### config.mk
export PLATFORM = sky130hd
export DESIGN_NAME = ata_taskfile_dev
export DESIGN_NICKNAME = d
export VERILOG_FILES = /design/src/rtl/ata_tf_pkg.sv /design/src/rtl/ata_tf_datapath.sv /design/src/rtl/ata_tf_ctrl.sv /design/src/rtl/ata_taskfile_dev.sv
export SDC_FILE = /design/constraint.sdc
export NUM_CORES = 1
export LEC_CHECK = 0
export ABC_AREA = 0
export BUFFER_PORTS_ARGS = -buffer_cell sky130_fd_sc_hd__buf_4
export CAP_MARGIN = 30
export CORE_ASPECT_RATIO = 2
export CORE_MARGIN = 3
export CORE_UTILIZATION = 35
export CTS_CLUSTER_DIAMETER = 100
export CTS_CLUSTER_SIZE = 20
export DETAILED_ROUTE_END_ITERATION = 10
export PLACE_DENSITY = 0.51
export SYNTH_ARGS = -nofsm -noshare
export SYNTH_HDL_FRONTEND = slang
export SYNTH_SLANG_ARGS = --single-unit
### constraint.sdc
create_clock -name clk -period 3.4 [get_ports clk]
set_input_delay 0.68 -clock clk [delete_from_list [all_inputs] [get_ports clk]]
set_output_delay 0.68 -clock clk [all_outputs]
set_load 0.02 [all_outputs]
### src/rtl/ata_tf_pkg.sv
package ata_tf_pkg;
  localparam logic [7:0] CMD_IDENT = 8'hEC;
  localparam logic [7:0] CMD_RDMA  = 8'hC8;
  localparam logic [7:0] CMD_WDMA  = 8'hCA;

  localparam logic [159:0] SERIAL_TXT = "SN0123456789ABCDEFGH";
  localparam logic [63:0]  FWREV_TXT  = "REV1.00 ";

  // ST_DMA_IN: host to device, ST_DMA_OUT: device to host
  typedef enum logic [2:0] {
    ST_IDLE, ST_DECODE, ST_PIO, ST_DMA_IN, ST_DMA_OUT
  } ctlState_e;

  typedef struct packed {
    logic tfWrEn;
    logic idClr;
    logic idStep;
    logic xferLoad;
    logic xferStep;
    logic ramWr;
  } dpStrobe_t;
endpackage

### src/rtl/ata_tf_datapath.sv
module ata_tf_datapath
  import ata_tf_pkg::*;
#(
  parameter int NUM_SECTORS  = 4,
  parameter int SECTOR_WORDS = 8
) (
  input  logic       clk,
  input  logic       rstN,
  input  dpStrobe_t  stb,
  input  logic [2:0] regAddr,
  input  logic       regWr,
  input  logic [7:0] regWdata,
  input  logic [7:0] statusByte,
  input  logic       pioActive,
  input  logic [15:0] dmaWdata,
  output logic [15:0] regRdata,
  output logic [15:0] dmaRdata,
  output logic       rangeOk,
  output logic       idLast,
  output logic       xferLast,
  output logic       unitSel,
  output logic [7:0] nsectQ
);
  localparam int RAM_WORDS = NUM_SECTORS * SECTOR_WORDS;
  localparam int ADDR_W    = $clog2(RAM_WORDS);
  localparam int PTR_W     = ADDR_W + 1;

  logic [7:0] lbaLo, lbaMid, lbaHi, devReg;
  logic [7:0] idIdx;
  logic [PTR_W-1:0] xferPtr, endPtr;
  logic [15:0] sectorRam [RAM_WORDS];
  logic [23:0] lba24;
  logic [24:0] lbaEnd;

  assign lba24   = {lbaHi, lbaMid, lbaLo};
  assign lbaEnd  = {1'b0, lba24} + 25'(nsectQ);
  assign rangeOk = devReg[6] && (nsectQ != 8'd0) && (lbaEnd <= 25'(NUM_SECTORS));
  assign idLast  = (idIdx == 8'hFF);
  assign xferLast = (PTR_W'(xferPtr + 1'b1) == endPtr);
  assign unitSel = devReg[4];
  assign dmaRdata = sectorRam[xferPtr[ADDR_W-1:0]];

  function automatic logic [15:0] idWord(input logic [7:0] idx);
    int k;
    k = int'(idx);
    if (k == 0) return 16'h0040;
    if (k >= 10 && k <= 19) return SERIAL_TXT[159 - 16*(k-10) -: 16];
    if (k >= 23 && k <= 26) return FWREV_TXT[63 - 16*(k-23) -: 16];
    if (k == 60) return 16'(NUM_SECTORS);
    if (k == 85) return 16'h0020;
    return 16'h0000;
  endfunction

  always_ff @(posedge clk) begin
    if (!rstN) begin
      nsectQ  <= '0;
      lbaLo   <= '0;
      lbaMid  <= '0;
      lbaHi   <= '0;
      devReg  <= '0;
      idIdx   <= '0;
      xferPtr <= '0;
      endPtr  <= '0;
    end else begin
      if (regWr && stb.tfWrEn) begin
        case (regAddr)
          3'd2: nsectQ <= regWdata;
          3'd3: lbaLo  <= regWdata;
          3'd4: lbaMid <= regWdata;
          3'd5: lbaHi  <= regWdata;
          3'd6: devReg <= regWdata;
          default: ;
        endcase
      end
      if (stb.idClr) idIdx <= '0;
      else if (stb.idStep) idIdx <= idIdx + 8'd1;
      if (stb.xferLoad) begin
        xferPtr <= PTR_W'(lba24 * SECTOR_WORDS);
        endPtr  <= PTR_W'(lbaEnd * SECTOR_WORDS);
      end else if (stb.xferStep) begin
        xferPtr <= xferPtr + 1'b1;
      end
    end
  end

  always_ff @(posedge clk) begin
    if (stb.ramWr) sectorRam[xferPtr[ADDR_W-1:0]] <= dmaWdata;
  end

  always_comb begin
    case (regAddr)
      3'd0: regRdata = pioActive ? idWord(idIdx) : 16'h0000;
      3'd2: regRdata = {8'h00, nsectQ};
      3'd3: regRdata = {8'h00, lbaLo};
      3'd4: regRdata = {8'h00, lbaMid};
      3'd5: regRdata = {8'h00, lbaHi};
      3'd6: regRdata = {8'h00, devReg};
      3'd7: regRdata = {8'h00, statusByte};
      default: regRdata = 16'h0000;
    endcase
  end
endmodule

### src/rtl/ata_tf_ctrl.sv
module ata_tf_ctrl
  import ata_tf_pkg::*;
(
  input  logic       clk,
  input  logic       rstN,
  input  logic [2:0] regAddr,
  input  logic       regWr,
  input  logic       regRd,
  input  logic [7:0] regWdata,
  input  logic       dmaAck,
  input  logic       unitSel,
  input  logic       rangeOk,
  input  logic       idLast,
  input  logic       xferLast,
  output dpStrobe_t  stb,
  output logic [7:0] statusByte,
  output logic       pioActive,
  output logic       intrq,
  output logic       dmaReq,
  output logic       dmaToHost,
  output logic       dmaDone
);
  ctlState_e state;
  logic [7:0] cmdReg;
  logic errQ;
  logic bsy, drq, inDma, cmdAccept;

  assign inDma     = (state == ST_DMA_IN) || (state == ST_DMA_OUT);
  assign bsy       = (state == ST_DECODE) || inDma;
  assign drq       = (state == ST_PIO);
  assign pioActive = drq;
  assign dmaReq    = inDma;
  assign dmaToHost = (state == ST_DMA_OUT);
  assign cmdAccept = regWr && (regAddr == 3'd7) && (state == ST_IDLE) && !unitSel;
  assign statusByte = {bsy, ~bsy, 1'b0, 1'b0, drq, 2'b00, errQ};

  always_comb begin
    stb.tfWrEn   = !bsy;
    stb.idClr    = (state == ST_DECODE);
    stb.idStep   = drq && regRd && (regAddr == 3'd0);
    stb.xferLoad = (state == ST_DECODE);
    stb.xferStep = inDma && dmaAck;
    stb.ramWr    = (state == ST_DMA_IN) && dmaAck;
  end

  always_ff @(posedge clk) begin
    if (!rstN) begin
      state   <= ST_IDLE;
      cmdReg  <= '0;
      errQ    <= 1'b0;
      intrq   <= 1'b0;
      dmaDone <= 1'b0;
    end else begin
      dmaDone <= 1'b0;
      if (regRd && regAddr == 3'd7) intrq <= 1'b0;
      case (state)
        ST_IDLE: if (cmdAccept) begin
          cmdReg <= regWdata;
          errQ   <= 1'b0;
          state  <= ST_DECODE;
        end
        ST_DECODE: begin
          case (cmdReg)
            CMD_IDENT: begin
              state <= ST_PIO;
              intrq <= 1'b1;
            end
            CMD_RDMA, CMD_WDMA: begin
              if (rangeOk) begin
                state <= (cmdReg == CMD_RDMA) ? ST_DMA_OUT : ST_DMA_IN;
              end else begin
                errQ  <= 1'b1;
                intrq <= 1'b1;
                state <= ST_IDLE;
              end
            end
            default: begin
              errQ  <= 1'b1;
              intrq <= 1'b1;
              state <= ST_IDLE;
            end
          endcase
        end
        ST_PIO: if (regRd && regAddr == 3'd0 && idLast) state <= ST_IDLE;
        ST_DMA_IN, ST_DMA_OUT: if (dmaAck && xferLast) begin
          state   <= ST_IDLE;
          intrq   <= 1'b1;
          dmaDone <= 1'b1;
        end
        default: state <= ST_IDLE;
      endcase
    end
  end
endmodule

### src/rtl/ata_taskfile_dev.sv
module ata_taskfile_dev
  import ata_tf_pkg::*;
#(
  parameter int NUM_SECTORS  = 4,
  parameter int SECTOR_WORDS = 8
) (
  input  logic        clk,
  input  logic        rstN,
  input  logic [2:0]  regAddr,
  input  logic        regWr,
  input  logic        regRd,
  input  logic [7:0]  regWdata,
  output logic [15:0] regRdata,
  output logic        intrq,
  output logic        dmaReq,
  output logic        dmaToHost,
  input  logic        dmaAck,
  input  logic [15:0] dmaWdata,
  output logic [15:0] dmaRdata,
  output logic        dmaDone
);
  dpStrobe_t  ctlStb;
  logic [7:0] statusByte;
  logic [7:0] nsectQ;
  logic pioActive, rangeOk, idLast, xferLast, unitSel;

  ata_tf_ctrl u_ctrl (
    .clk, .rstN, .regAddr, .regWr, .regRd, .regWdata, .dmaAck,
    .unitSel, .rangeOk, .idLast, .xferLast,
    .stb(ctlStb), .statusByte, .pioActive, .intrq, .dmaReq, .dmaToHost, .dmaDone
  );

  ata_tf_datapath #(.NUM_SECTORS(NUM_SECTORS), .SECTOR_WORDS(SECTOR_WORDS)) u_dp (
    .clk, .rstN, .stb(ctlStb), .regAddr, .regWr, .regWdata, .statusByte,
    .pioActive, .dmaWdata, .regRdata, .dmaRdata, .rangeOk, .idLast,
    .xferLast, .unitSel, .nsectQ
  );
endmodule

==> metrics.txt <==
Mapped Nets around 1500; Clock Skew 0.0217 ns; Synth async-reset ratio 0%; failing checks negative setup slack; CP cell instances buf_4 -> ha_4 -> nand2_4 -> xnor2_2 -> ha_2 -> xnor3_1 -> o22ai_2 -> o2111ai_2 -> or2_4 -> o311ai_4 -> a41oi_2 -> nor2_1 -> buf_4; # setup viols final 14; CP Max Fanout 3; Filler cells 6243; reg2reg start u_dp.nsectQ[0]$_SDFFE_PN0P_; post-synth design cell area 24300 sq um; final instance area 28800 sq um; CTS tree yes; First-pass DRT Iterations 5; crit path from u_dp.idIdx[2]$_SDFFE_PP0P_; Crit-path slowest cell dfxtp_4; number of global-route vias before repair between 10000 and 15000; min-delay src regWdata[7]; min cycle time layout 3.68 ns; leading area contributor after synthesis edfxtp_1; setup TNS -2.67 ns; global placer's final weighted congestion 0.823; Slew headroom 56.5%; Total Wirelength 68.2 mm; largest cells by area after synthesis edfxtp_1, mux4_2, dfxtp_1; CP Buf/Inv Count 2; yosys warns 0; Final Hold Fails 0; fin cells 2519; largest net degree at the start of global routing 34; Syn Inst Count ~1500; layout cells sized above 1 31.8%; register area share after synthesis between 60% and 70%; Core Rows 136; Top cell by count, worst path buf_4; Leak Pwr 0.00914 uW; part of the cycle the worst path needs 108%; commonest non-fill, non-tap cell in the layout edfxtp_1; max-cap viol count 0; Starting DRT DRC Count 804; Congestion Overflow GR 0; Die Span X 192 microns; critical path endpoint category output pin; FF+latch count, synth 583; Area Overhead vs Synth 18.5%; total CTS buffers 35; H-tree Lvls 2; Inst Count DP roughly 2400; Final ANT Viol Nets 0; DP HPWL between 40 and 50 mm; number of antenna violations at the first check in global routing 0; All-Layer GR Usage about a fifth; Post-synth top flop edfxtp_1; Hold Crit Class in -> reg; Worst Max-Slew Pin Slew 0.635 ns; Post-synth EDFFs a little over 500; commonest cells after routing, fill and taps aside edfxtp_1, buf_4, mux4_2; Setup WS post-layout -0.281 ns; Mapped Avg Cell Area approximately 17 sq um; cell class contributing the biggest share of worst-path delay compound AO/OA/AOI/OAI gates; CTS Sinks slightly below 600; worst path arrival time 3.00 ns; Max VDD drop 0.586 mV; Worst-path clk slew roughly 0.090 ns; vias 13800; Core Box Area 68700 sq um; die height 379 microns; Max Fclk between 200 and 300 MHz; crit path launch type register; Critical Path Max Stage Delay 0.36 ns; worst path required time 2.72 ns; root buffer cell clkbuf_16; nets about 1700; # diodes 0; Synth top area share ~63%; Initial Util 35.3%; Placed Area approximately 26000 sq um; outcome finished with violations; Distinct cells, synth between 70 and 80; hold slack final roughly 0.42 ns; # IOs 68; pwr dens 432 nW/um^2; worst skew pair latency 0.59 ns; Final Max Tran Viols 0; WL/cell between 20 and 30 microns; # hold bufs at CTS 0; DRC 0; Setup WS pre-CTS -0.00291 ns; die area 72800 sq um; RSZ-0062 raised after global routing yes; # port buffers 66; routed vias/inst 5.47; path type of the worst setup path reg -> out; Clock Tree Buf Depth 3; first-pass GRT wire length 99.3 mm
## metal layers
metal / global-route usage, % / wire (microns)
met5: 0 / 0
met4: 7.75 / 3040
met3: 2.11 / 2020
met2: 37.4 / 39700
met1: 19.8 / 23400
## report_power, final
group | switching [uW] | internal [uW] | leakage [uW]
logic | 230 | 109 | 0.00348
clock network | 2350 | 1960 | 0.000482
registers | 22.9 | 7770 | 0.00518
## registers in the layout, summed over array words and instances (netlist names), 3 cells and up
signal	flops
u_dp.lbaLo	8
u_dp.idIdx	8
u_dp.lbaHi	8
u_ctrl.cmdReg	8
u_dp.sectorRam	512
u_ctrl.state	3
u_dp.lbaMid	8
u_dp.devReg	8
u_dp.endPtr	3
u_dp.xferPtr	6
u_dp.nsectQ	8
## final cells by class
cell class	count	area, sq um	area share (%)
flip-flops and latches	583	16800	58.4
multi-input cells	767	7660	26.6
repair buffers	210	2120	7.37
well taps	897	1120	3.90
clock buffers	42	902	3.13
clock inverters	4	93.8	0.326
inverters	16	65.1	0.226
## worst min-delay path, delay by kind of cell
family | cells | cell delay (ns)
buf+inv | 1 | 0.15
simple gates | 1 | 0.06
compound gates | 1 | 0.06
## through the flow
stage	total power, uW	util (%)
after floorplan	8090	-
after global placement	8280	38.5
after detailed placement	8290	38.5
after CTS	12600	41.6
after global routing	12900	41.9
final	12400	41.9
## synth_stat cells (4+ instances only)
cell type,n
or3b_2,4
and3_1,16
buf_2,11
nand3_1,30
mux2i_1,51
dfxtp_1,71
nor2b_1,23
nand4_1,27
mux4_2,129
o21ai_0,33
nand2b_1,5
clkbuf_1,54
nand2_1,64
buf_1,18
nor3_1,13
and2_1,6
nor4_1,5
a31oi_1,6
a21oi_1,34
xnor2_1,23
o21a_1,4
xor2_1,11
nand3b_1,5
a22oi_1,67
a221oi_1,5
ha_1,21
nor2_1,106
inv_1,14
edfxtp_1,512
nor3b_1,7
## final timing paths
path | cells after the start | endpoint | slack (ns)
worst max-delay path | 13 | regRdata[6] | -0.28
worst min-delay path | 3 | u_dp.nsectQ[7]$_SDFFE_PN0P_ | 0.42
worst min register to register | 2 | u_dp.endPtr[4]$_SDFFE_PN0P_ | 0.49
worst max register to register | 9 | u_ctrl.state[1]$_SDFFE_PN0P_ | 0.42
## kinds of logic (layout without fill, tap and decap cells)
logic type	count (synthesis)	count (layout)	synth area share, %
muxes	183	183	14.2
xor gates and xnor gates	36	36	1.41
adders and majority gates	22	22	1.16
and+or+nand+nor	332	332	6.87
other	1	1	0.0154
DFF	583	583	69.2
buffers and inverters	100	272	1.62
AOI/OAI and AO/OA	193	193	5.54
## repair_timing
item,4_1_cts,5_1_grt
pin swaps,45,24
setup buffers,41,2
endpoints found under the setup margin,30,27
cloned,8,0
gates resized for setup,119,45
Note: power is estimated with default switching activity, not from simulation.
